$ cat src/rtl/bis_pkg.sv
package bis_pkg;

   typedef enum logic [2:0] {
      ST_IDLE,
      ST_REQ,
      ST_ADDR,
      ST_DATA,
      ST_WIND
   } bis_state_e;

   typedef enum logic [1:0] {
      END_OK,
      END_ABORT,
      END_STOP
   } bis_end_e;

endpackage

$ cat src/rtl/bis_line_drv.sv
module bis_line_drv #(
   parameter int NLINE = 2
) (
   input  logic             clk,
   input  logic             rst_n,
   input  logic [NLINE-1:0] d_n,
   output logic [NLINE-1:0] q_n,
   output logic [NLINE-1:0] oe
);

   if (NLINE < 1) begin : g_bad_nline
      $error("bis_line_drv: NLINE must be at least 1");
   end

   for (genvar i = 0; i < NLINE; i++) begin : g_line
      always_ff @(posedge clk) begin
         if (!rst_n) begin
            q_n[i] <= 1'b1;
            oe[i]  <= 1'b0;
         end else begin
            q_n[i] <= d_n[i];
            // keep driving for one clock after the line returns high
            oe[i]  <= ~d_n[i] | ~q_n[i];
         end
      end

      // a line that returns high is still driven on that clock
      assert_high_driven_R9 : assert property (@(posedge clk) disable iff (!rst_n)
         $rose(q_n[i]) |-> oe[i]);

      // the enable drops only after one full clock of driven high
      assert_release_after_one_R9 : assert property (@(posedge clk) disable iff (!rst_n)
         $fell(oe[i]) |-> (q_n[i] && $past(q_n[i])));
   end

endmodule

$ cat src/rtl/bis_claim_timer.sv
module bis_claim_timer #(
   parameter int WIN = 5
) (
   input  logic clk,
   input  logic rst_n,
   input  logic start,
   input  logic armed,
   input  logic devsel_n,
   output logic expire
);

   localparam int CW = $clog2(WIN + 1);
   localparam logic [CW-1:0] LAST = CW'(WIN - 1);

   if (WIN < 2) begin : g_bad_win
      $error("bis_claim_timer: WIN must be at least 2");
   end

   logic [CW-1:0] cnt;
   logic          claimed;

   always_ff @(posedge clk) begin
      if (!rst_n) begin
         cnt     <= '0;
         claimed <= 1'b0;
      end else if (start) begin
         cnt     <= '0;
         claimed <= 1'b0;
      end else if (armed) begin
         if (!devsel_n) begin
            claimed <= 1'b1;
         end else if (!claimed && cnt != LAST) begin
            cnt <= cnt + 1'b1;
         end
      end
   end

   assign expire = armed && !claimed && devsel_n && (cnt == LAST);

   // checker: counts every armed edge since start, claim or not
   logic [CW-1:0] chk_edges;
   always_ff @(posedge clk) begin
      if (!rst_n)                       chk_edges <= '0;
      else if (start)                   chk_edges <= '0;
      else if (armed && chk_edges != LAST) chk_edges <= chk_edges + 1'b1;
   end

   // expiry lands exactly on the last edge of the claim window
   assert_expire_window_R7 : assert property (@(posedge clk) disable iff (!rst_n)
      expire |-> (chk_edges == LAST));

endmodule

$ cat src/rtl/bis_beat_cnt.sv
module bis_beat_cnt #(
   parameter int LEN_W = 8
) (
   input  logic             clk,
   input  logic             rst_n,
   input  logic             load,
   input  logic [LEN_W-1:0] len,
   input  logic             dec,
   output logic [LEN_W-1:0] rem,
   output logic             last,
   output logic             pen
);

   if (LEN_W < 2) begin : g_bad_len
      $error("bis_beat_cnt: LEN_W must be at least 2");
   end

   always_ff @(posedge clk) begin
      if (!rst_n)    rem <= '0;
      else if (load) rem <= len;
      else if (dec)  rem <= rem - 1'b1;
   end

   assign last = (rem == LEN_W'(1));
   assign pen  = (rem == LEN_W'(2));

   // a counted word never takes the count below zero
   assert_no_underflow_R4 : assert property (@(posedge clk) disable iff (!rst_n)
      dec |-> (rem != '0));

   // loading and counting never coincide
   assert_load_dec_excl_R4 : assert property (@(posedge clk) disable iff (!rst_n)
      !(load && dec));

endmodule

$ cat src/rtl/bis_req_gap.sv
module bis_req_gap #(
   parameter int GAP = 2
) (
   input  logic clk,
   input  logic rst_n,
   input  logic req_n,
   output logic gap_ok
);

   localparam int GW = $clog2(GAP + 1);
   localparam logic [GW-1:0] OKV = GW'(GAP - 1);
   localparam logic [GW-1:0] SAT = GW'(GAP);

   if (GAP < 1) begin : g_bad_gap
      $error("bis_req_gap: GAP must be at least 1");
   end

   logic [GW-1:0] cnt;

   always_ff @(posedge clk) begin
      if (!rst_n)            cnt <= OKV;
      else if (!req_n)       cnt <= '0;
      else if (cnt != OKV)   cnt <= cnt + 1'b1;
   end

   assign gap_ok = (cnt == OKV);

   // checker: length of the current run of high clocks on req_n
   logic [GW-1:0] hi_run;
   always_ff @(posedge clk) begin
      if (!rst_n)            hi_run <= SAT;
      else if (!req_n)       hi_run <= '0;
      else if (hi_run != SAT) hi_run <= hi_run + 1'b1;
   end

   // a new request follows at least GAP high clocks
   assert_req_gap_R10 : assert property (@(posedge clk) disable iff (!rst_n)
      $fell(req_n) |-> (hi_run == SAT));

endmodule

$ cat src/rtl/bus_init_seq.sv
module bus_init_seq
   import bis_pkg::*;
#(
   parameter int LEN_W     = 8,
   parameter int CLAIM_WIN = 5,
   parameter int REQ_GAP   = 2
) (
   input  logic             clk,
   input  logic             rst_n,
   input  logic             xfer_req,
   input  logic [LEN_W-1:0] xfer_len,
   input  logic             gnt_n,
   input  logic             frame_in_n,
   input  logic             irdy_in_n,
   input  logic             devsel_n,
   input  logic             trdy_n,
   input  logic             stop_n,
   output logic             req_n,
   output logic             frame_n,
   output logic             frame_oe,
   output logic             irdy_n,
   output logic             irdy_oe,
   output logic             done,
   output logic             mabort,
   output logic             tstop,
   output logic [LEN_W-1:0] remain_len
);

   localparam int NLINE  = 2;
   localparam int L_FRM  = 0;
   localparam int L_IRDY = 1;

   bis_state_e st, st_d;
   bis_end_e   kind, kind_d;
   logic       req_d, done_d, mab_d, ts_d;
   logic       frame_d, irdy_d;
   logic [NLINE-1:0] line_d, line_q, line_oe;

   logic gap_ok, expire, rem_last, rem_pen;
   logic accept, go_addr, xfer, last_word, stop_hit, abort_hit;
   logic fin;
   bis_end_e fin_kind;

   assign frame_n  = line_q[L_FRM];
   assign irdy_n   = line_q[L_IRDY];
   assign frame_oe = line_oe[L_FRM];
   assign irdy_oe  = line_oe[L_IRDY];

   assign accept    = (st == ST_IDLE) && xfer_req && (xfer_len != '0) && gap_ok;
   assign go_addr   = (st == ST_REQ) && !gnt_n && frame_in_n && irdy_in_n;
   assign xfer      = (st == ST_DATA) && !irdy_n && !trdy_n && !devsel_n;
   assign last_word = xfer && rem_last;
   assign abort_hit = (st == ST_DATA) && expire;
   assign stop_hit  = (st == ST_DATA) && !stop_n && !last_word && !abort_hit;

   always_comb begin
      st_d     = st;
      kind_d   = kind;
      req_d    = req_n;
      frame_d  = frame_n;
      irdy_d   = irdy_n;
      fin      = 1'b0;
      fin_kind = END_OK;
      unique case (st)
         ST_IDLE: begin
            if (accept) begin
               req_d = 1'b0;
               st_d  = ST_REQ;
            end
         end
         ST_REQ: begin
            if (go_addr) begin
               frame_d = 1'b0;
               st_d    = ST_ADDR;
            end
         end
         ST_ADDR: begin
            irdy_d  = 1'b0;
            frame_d = rem_last;
            st_d    = ST_DATA;
         end
         ST_DATA: begin
            if (abort_hit || stop_hit) begin
               kind_d = abort_hit ? END_ABORT : END_STOP;
               if (!frame_n) begin
                  frame_d = 1'b1;
                  st_d    = ST_WIND;
               end else begin
                  fin      = 1'b1;
                  fin_kind = kind_d;
               end
            end else if (last_word) begin
               fin      = 1'b1;
               fin_kind = END_OK;
            end else if (xfer && rem_pen) begin
               frame_d = 1'b1;
            end
         end
         ST_WIND: begin
            fin      = 1'b1;
            fin_kind = kind;
         end
         default: st_d = ST_IDLE;
      endcase

      done_d = fin;
      mab_d  = fin && (fin_kind == END_ABORT);
      ts_d   = fin && (fin_kind == END_STOP);
      if (fin) begin
         irdy_d = 1'b1;
         req_d  = 1'b1;
         st_d   = ST_IDLE;
      end
   end

   assign line_d[L_FRM]  = frame_d;
   assign line_d[L_IRDY] = irdy_d;

   always_ff @(posedge clk) begin
      if (!rst_n) begin
         st     <= ST_IDLE;
         kind   <= END_OK;
         req_n  <= 1'b1;
         done   <= 1'b0;
         mabort <= 1'b0;
         tstop  <= 1'b0;
      end else begin
         st     <= st_d;
         kind   <= kind_d;
         req_n  <= req_d;
         done   <= done_d;
         mabort <= mab_d;
         tstop  <= ts_d;
      end
   end

   bis_line_drv #(.NLINE(NLINE)) u_lines (
      .clk   (clk),
      .rst_n (rst_n),
      .d_n   (line_d),
      .q_n   (line_q),
      .oe    (line_oe)
   );

   bis_claim_timer #(.WIN(CLAIM_WIN)) u_claim (
      .clk      (clk),
      .rst_n    (rst_n),
      .start    (go_addr),
      .armed    ((st == ST_ADDR) || (st == ST_DATA) || (st == ST_WIND)),
      .devsel_n (devsel_n),
      .expire   (expire)
   );

   bis_beat_cnt #(.LEN_W(LEN_W)) u_beats (
      .clk   (clk),
      .rst_n (rst_n),
      .load  (accept),
      .len   (xfer_len),
      .dec   (xfer),
      .rem   (remain_len),
      .last  (rem_last),
      .pen   (rem_pen)
   );

   bis_req_gap #(.GAP(REQ_GAP)) u_gap (
      .clk    (clk),
      .rst_n  (rst_n),
      .req_n  (req_n),
      .gap_ok (gap_ok)
   );

   // FRAME# falls only after a granted, idle bus was sampled
   assert_addr_start_R3 : assert property (@(posedge clk) disable iff (!rst_n)
      $fell(frame_n) |-> $past(!gnt_n && frame_in_n && irdy_in_n));

   // IRDY# follows FRAME# by one clock
   assert_irdy_after_frame_R3 : assert property (@(posedge clk) disable iff (!rst_n)
      $fell(irdy_n) |-> (!frame_n || $past(!frame_n)));

   // IRDY# is released only together with the end of the transaction
   assert_irdy_hold_R6 : assert property (@(posedge clk) disable iff (!rst_n)
      $rose(irdy_n) |-> (done && frame_n));

   // a stop report always carries a non-zero remainder
   assert_stop_remain_R8 : assert property (@(posedge clk) disable iff (!rst_n)
      tstop |-> (done && remain_len != '0));

   // an ordinary completion leaves nothing behind
   assert_clean_end_R5 : assert property (@(posedge clk) disable iff (!rst_n)
      (done && !mabort && !tstop) |-> (remain_len == '0));

   // the two end qualifiers never appear together or without done
   assert_end_kind_R7 : assert property (@(posedge clk) disable iff (!rst_n)
      (mabort || tstop) |-> (done && !(mabort && tstop)));

   // REQ# is released on the edge that ends the transaction
   assert_req_release_R10 : assert property (@(posedge clk) disable iff (!rst_n)
      $rose(req_n) |-> done);

endmodule

$ cat config.mk
export PLATFORM = sky130hd
export DESIGN_NAME = bus_init_seq
export DESIGN_NICKNAME = d
export VERILOG_FILES = /design/src/rtl/bis_pkg.sv /design/src/rtl/bis_line_drv.sv /design/src/rtl/bis_claim_timer.sv /design/src/rtl/bis_beat_cnt.sv /design/src/rtl/bis_req_gap.sv /design/src/rtl/bus_init_seq.sv
export SDC_FILE = /design/constraint.sdc
export NUM_CORES = 1
export LEC_CHECK = 0
export ABC_CLOCK_PERIOD_IN_PS = 2900
export BUFFER_PORTS_ARGS = -buffer_cell sky130_fd_sc_hd__buf_2
export CORE_MARGIN = 1
export CORE_UTILIZATION = 40
export CTS_BUF_LIST = sky130_fd_sc_hd__clkbuf_16
export CTS_CLUSTER_SIZE = 14
export DETAILED_ROUTE_END_ITERATION = 8
export HOLD_SLACK_MARGIN = 0.1
export SETUP_SLACK_MARGIN = 0.3
export SKIP_LAST_GASP = 1
export SYNTH_ARGS = -nofsm -noshare
export SYNTH_HDL_FRONTEND = slang
export SYNTH_HIERARCHICAL = 1
export SYNTH_SLANG_ARGS = --single-unit
$ cat constraint.sdc
create_clock -name clk -period 2.9 [get_ports clk]
set_input_delay 0.87 -clock clk [delete_from_list [all_inputs] [get_ports clk]]
set_output_delay 0.87 -clock clk [all_outputs]
set_load 0.02 [all_outputs]
==> impl_metrics.yaml, run 1 <==
place:
  hpwl_mm: 2.54
  placed_area_sq_mm: 0.00173
  place_ws_ps: 345
  portBuffers: 32
  gp_congestion: 0.803
  dp.cells: 253
die:
  dieWidth_um: 64.4
  placementRows: 22
  die_h_um: 64.4
  pin_count: 33
  die-area_sq_mm: 0.00414
  start_util: 0.422
  core_region_area_sq_mm: 0.00369
critical_path:
  r2r-end: "mabort$_SDFF_PN0_"
  cp-start-kind: "input port"
  max_stage_delay_ps: 470
  cp_slowest_cell: "or4_1"
  critical_path_buf_inv_count: 2
  worstPathRequired_ps: 3100
  path_max_fanout: 10
  arrival_ps: 2540
  worst-setup-path-type: "input port to flop"
  cpLargestDelayFamily: "simple AND/OR/NAND/NOR gates"
  crit_cells: 8
  endpoint_kind: "flop"
  reg2reg_depth: 6
  crit_chain: "buf_2, nor4_1, a211oi_1, nand2_1, inv_1, nand3b_1, or4_1, nand3_1"
  r2r-start: "u_beats/rem[4]$_SDFFE_PN0P_"
  rrSetupSlack_ps: 610
global_routing:
  grt_first_pass_wirelength_mm: 5.84
  grt_usage: 0.179
  grt_pass1_vias: 1315
  grt_start_max_net_pins: 21
  grt_overflow: 0
  antenna_found_initial: 0
sta:
  finalSetupViolations: 0
  max_slew_margin: 0.725
  post-route-period-util: 0.807
  period_needed_ps: 2340
  finClkSkew_ps: 1.15
  setup_ws_ps: 561
  max_freq_mhz: 428
  setup_tns_ps: 0
  slew_viol_final: 0
  rsz0062_at_grt: "false"
  report.final.hold_viol_count: 0
  max_slew.worst_pin.slew_ps: 406
drt:
  dr.pass1.iters: 4
  first_iter_violations: 69
  drc: 0
  routedWlPerCell_um: 13.0
  via_per_inst: 5.33
  num_vias: 1371
  finalWirelength_mm: 3.34
  ant_nets: 0
cts:
  numClockSinks: 27
  ctsHoldBuffers: 0
  clkTransAtPathRegs_ps: 60
  htreeDepth: 1
  cts_tree: "done"
  cts_buffer_depth: 2
  cts-root-buf: "clkbuf_16"
  numCtsBuffers: 3
  worstSkewPairLatency_ps: 260
power_and_ir_drop:
  cellPowerDensity_mw_per_mm2: 659
  ir_worst_vdd_mv: 0.343
  leakage_uw: 0.000764
synthesis:
  synth_seq_area_share: 0.348
  yosys_warnings: 6
  synthArstFlopShare: 0
  synth_top_area_share: 0.348
  syn_nets: 203
  synth_area_leaders: "dfxtp_1 (35%), ha_1 (5.6%), inv_1 (3.9%)"
  synth_cells: 179
  synth_ff_type: "dfxtp_1"
  synth.largest_area_cell: "dfxtp_1"
  yosys.cell_types.count: 57
  synthesis.area_sq_mm: 0.00156
  synth-edff-count: 0
  ys_seq_elements: 27
  avgSynthCellArea_sq_um: 8.69
final_layout:
  finalNonFillerCells: 257
  num_antenna_cells: 0
  fin_area_sq_mm: 0.00182
  area_growth_pct: 16.8
  fin_nets: 234
  final_layout_size_suffix_gt1_frac: 0.244
outcome:
  status: "completed"
hold_path:
  hold_path_class: "flop to flop"
  hold_depth: 1
  min_from: "kind[1]$_SDFFE_PN0P_"
  whs_endpoint: "mabort$_SDFF_PN0_"
flow_run:
  cap_viol_max_count: 0
cells in the mapped netlist (2+ instances only):
| master | instances |
|---|---|
| xnor2_1 | 3 |
| nand2_1 | 14 |
| a31oi_1 | 4 |
| and2_1 | 4 |
| nand3b_1 | 3 |
| a211oi_2 | 2 |
| nor3_1 | 5 |
| nand3_1 | 4 |
| buf_6 | 2 |
| a21oi_1 | 11 |
| dfxtp_1 | 27 |
| o31ai_1 | 2 |
| ha_1 | 7 |
| nor4_1 | 2 |
| inv_1 | 16 |
| a21boi_2 | 2 |
| nor2b_1 | 2 |
| nand3_2 | 2 |
| nand4_1 | 2 |
| nand2b_1 | 6 |
| nor4b_1 | 3 |
| buf_4 | 2 |
| o21ai_0 | 11 |
| a21boi_0 | 2 |
| o21a_1 | 2 |
| nor2_1 | 6 |
| or3_1 | 3 |
placed cells by master, fill, tap and decap left out, types with 5 or more instances in the layout:
cell type	netlist	routed
a21oi_1	11	11
nor2_1	6	6
nand2_1	14	14
ha_1	7	7
nor3_1	5	5
o21ai_0	11	11
buf_2	1	32
dfxtp_1	27	27
inv_1	16	17
nand2b_1	6	6
state kept, by name (all words and copies together), names as in the netlist:
name             count
u_lines/oe           2
u_claim/cnt          3
u_beats/rem          8
u_lines/q_n          2
tstop                1
u_claim/claimed      1
req_n                1
kind                 2
st                   3
mabort               1
u_gap/cnt            2
done                 1
cells by family (layout without fill, tap and decap cells):
family | Yosys count | after routing | share of synthesized area
and+or+nand+nor | 69 | 69 | 0.286
AOI/OAI and AO/OA | 49 | 49 | 0.216
DFF | 27 | 27 | 0.348
buffers and inverters | 23 | 53 | 0.0716
adders and majority gates | 7 | 7 | 0.0563
xor gates and xnor gates | 4 | 4 | 0.0225
repair_timing:
action / in CTS / in global routing
gates resized for setup: 0 / 1
endpoints found under the setup margin: 0 / 1
buffers inserted: 0 / 0
power breakdown:
part,internal (uW),switching [uW],leakage [uW]
registers,430,75.9,0.000220
logic,164,219,0.000502
clock network,185,124,0.0000423
total,778,419,0.000764
area by class of cell:
type	instances	area, sq um
fillers	375	1870
multi-input cells	129	910
flip-flops and latches	27	541
repair buffers	33	168
clock buffers	3	75.1
inverters	16	60.1
well taps	48	60.1
clock inverters	1	3.75
worst reg2reg max path, stage by stage, from the launching register on:
cell and delay, ps:
dfxtp_1 340, or4_4 590, nor4b_2 360, nor4b_4 340
nand3_2 140, a31o_1 270, a211oi_2 180
worst max-delay path by stage:
stage	end	from	slack, ps
2_1_floorplan	mabort$_SDFF_PN0_	u_beats/rem[4]$_SDFFE_PN0P_	650
3_3_place_gp	u_beats/rem[7]$_SDFFE_PN0P_	xfer_len[5]	390
3_5_place_dp	u_beats/rem[7]$_SDFFE_PN0P_	xfer_len[5]	350
4_1_cts	mabort$_SDFF_PN0_	u_beats/rem[4]$_SDFFE_PN0P_	460
5_1_grt	u_beats/rem[7]$_SDFFE_PN0P_	xfer_len[5]	430
6_report	u_beats/rem[7]$_SDFFE_PN0P_	xfer_len[5]	560
metrics by stage:
step	utilization	hold slack, ps	power [uW]
finish	0.493	457	1200
global route	0.493	474	1280
CTS	0.491	458	1200
detailed placement	0.469	445	889
global placement	0.469	446	879
floorplan	-	429	796
layer usage:
metal | vias up | track usage | wire (um)
met5 | - | 0 | 0
met4 | 0 | 0.0667 | 24
met3 | 2 | 0.0268 | 104
met2 | 22 | 0.303 | 1560
met1 | 641 | 0.227 | 1650
li1 | 706 | - | -
(Power assumes the default switching activity.)
==> run 2, diff against run 1 <==
ABC_AREA = 1   (was unset)
ABC_CLOCK_PERIOD_IN_PS = 2280   (was 2900)
clock period = 2.28 ns   (was 2.9 ns; I/O delays follow)
==> impl_metrics.yaml, run 2 <==
outcome:
  status: "completed"
critical_path:
  r2r-start: "u_beats/rem[1]$_SDFFE_PN0P_"
  endpoint_kind: "flop"
  r2r-end: "u_lines/q_n[1]$_SDFF_PN1_"
  rrSetupSlack_ps: 510
  worstPathRequired_ps: 2430
  path_max_fanout: 4
  worst-setup-path-type: "flop to flop"
  cp-start-kind: "flop"
  reg2reg_depth: 13
  arrival_ps: 1930
final_layout:
  multi_input_area_sq_um: 915
  mostFrequentLayoutCells: "nand2_1 (48), inv_1 (33), buf_2 (32)"
  num_antenna_cells: 0
  top_register: "u_beats/rem"
  fillerInstances: 383
  fin_area_sq_mm: 0.00196
  top_regs: "u_beats/rem (8), st (3), u_claim/cnt (3)"
  largest_reg_flops: 8
  post-route-util: 0.521
  final_layout_size_suffix_gt1_frac: 0.277
  area_growth_pct: 22.0
  regArea_sq_um: 541
  final_common_cell: "nand2_1"
  fin_nets: 303
global_routing:
  grt_first_pass_wirelength_mm: 6.00
  grt_pass1_vias: 1417
  grt_overflow: 0
  grt_start_max_net_pins: 17
  antenna_found_initial: 0
  grt_usage: 0.183
power_and_ir_drop:
  ir_worst_vdd_mv: 0.559
  cellPowerDensity_mw_per_mm2: 972
  leakage_uw: 0.000979
sta:
  period_needed_ps: 1770
  max_freq_mhz: 564
  finClkSkew_ps: 3.72
  report.final.hold_viol_count: 0
  max_slew_margin: 0.784
  finalSetupViolations: 0
  rsz0062_at_grt: "true"
  setup_tns_ps: 0
  max_slew.worst_pin.slew_ps: 320
  whs_ps: 466
  post-route-period-util: 0.777
  setup_ws_ps: 508
  slew_viol_final: 0
cts:
  clkTransAtPathRegs_ps: 70
  numCtsBuffers: 3
  cts_setup_buffers: 0
  cts_tree: "done"
  htreeDepth: 1
  worstSkewPairLatency_ps: 260
  cts-root-buf: "clkbuf_16"
  cts_buffer_depth: 2
  numClockSinks: 27
synthesis:
  synth_top_area_share: 0.336
  yosys.cell_types.count: 27
  synthArstFlopShare: 0
  synth.largest_area_cell: "dfxtp_1"
  synth_ff_type: "dfxtp_1"
  avgSynthCellArea_sq_um: 6.77
  synth_cells: 238
  synthesis.area_sq_mm: 0.00161
  synth-edff-count: 0
  syn_nets: 262
  ys_seq_elements: 27
  yosys_warnings: 6
  synth.most_common_cell: "nand2_1"
  synth_area_leaders: "dfxtp_1 (34%), nand2_1 (11%), inv_1 (7.9%)"
  synth_seq_area_share: 0.336
  synth_common_cells: "nand2_1 (49), inv_1 (34), nor2_1 (32)"
drt:
  via_per_inst: 4.75
  first_iter_violations: 96
  routedWlPerCell_um: 10.9
  dr.pass1.iters: 4
  drc: 0
  finalWirelength_mm: 3.55
  num_vias: 1550
  ant_nets: 0
die:
  dieWidth_um: 65.5
  placementRows: 22
  die-area_sq_mm: 0.00428
  pin_count: 33
  start_util: 0.427
  core_region_area_sq_mm: 0.00377
  die_h_um: 65.5
place:
  gp_congestion: 0.826
  hpwl_mm: 2.74
  place_ws_ps: 190
  placed_area_sq_mm: 0.00186
  portBuffers: 32
hold_path:
  whs_endpoint: "kind[1]$_SDFFE_PN0P_"
  hold_depth: 2
  hold_path_class: "flop to flop"
  min_from: "kind[1]$_SDFFE_PN0P_"
flow_run:
  cap_viol_max_count: 0
-- run 2: per-stage QoR --
stage | instances | power (uW)
after CTS | 326 | 1910
after floorplan | 238 | 1270
after detailed placement | 322 | 1490
after global routing | 326 | 2070
after global placement | 322 | 1490
final | 326 | 1910
-- run 2: cell families after synthesis --
kind of cell / after synthesis / share of synthesized area
AOI/OAI and AO/OA: 34 / 0.126
xor gates and xnor gates: 1 / 0.00544
adders and majority gates: 7 / 0.0544
buffers and inverters: 45 / 0.108
DFF: 27 / 0.336
and+or+nand+nor: 124 / 0.371
-- run 2: final cells by class --
type | count | share of cell area
clock buffer | 3 | 0.0382
tap | 48 | 0.0306
timing repair buffer | 38 | 0.104
inverter | 43 | 0.0822
clock inverter | 1 | 0.00382
multi-input combinational | 166 | 0.466
sequential | 27 | 0.275
-- run 2: layer usage --
layer,GRT usage,routed length [um],vias up
li1,-,-,828
met1,0.222,1680,689
met2,0.311,1700,25
met3,0.0434,92,8
met4,0.0652,68,0
met5,0,0,-
-- run 2: power breakdown --
part	internal, uW	switching [uW]	leakage (uW)
Sequential	566	92.2	0.000220
Combinational	312	528	0.000721
Clock	239	172	0.0000371
Total	1120	792	0.000979
-- run 2: critical path, stage by stage, from the launching register on --
cell and delay (ps):
dfxtp_1 350, inv_1 120, ha_1 150, nand2_1 80
nor2_4 160, nand3_2 110, nand2_2 110, nand3_1 110
nand2_2 100, nand2_1 50, inv_1 60, o21ai_0 130
inv_1 80, nand2_1 40
-- run 2: repair_timing --
item / CTS / global route
gates resized for setup: 1 / 6
cloned: 0 / 0
pin swaps: 0 / 0
hold buffers: 0 / 0
setup endpoints to repair: 1 / 8
-- run 2: how the worst max path moves through the flow --
stage          slack [ps]                     endpoint  cells after the start                   startpoint
2_1_floorplan         340    u_lines/q_n[1]$_SDFF_PN1_                     14           st[0]$_SDFFE_PP0P_
3_3_place_gp          280  u_beats/rem[7]$_SDFFE_PN0P_                      8                  xfer_len[4]
3_5_place_dp          190  u_beats/rem[7]$_SDFFE_PN0P_                      8                  xfer_len[1]
4_1_cts               390    u_lines/q_n[1]$_SDFF_PN1_                     13           st[1]$_SDFFE_PP0P_
5_1_grt               260    u_lines/q_n[1]$_SDFF_PN1_                     13           st[1]$_SDFFE_PP0P_
6_report              510    u_lines/q_n[1]$_SDFF_PN1_                     13  u_beats/rem[1]$_SDFFE_PN0P_
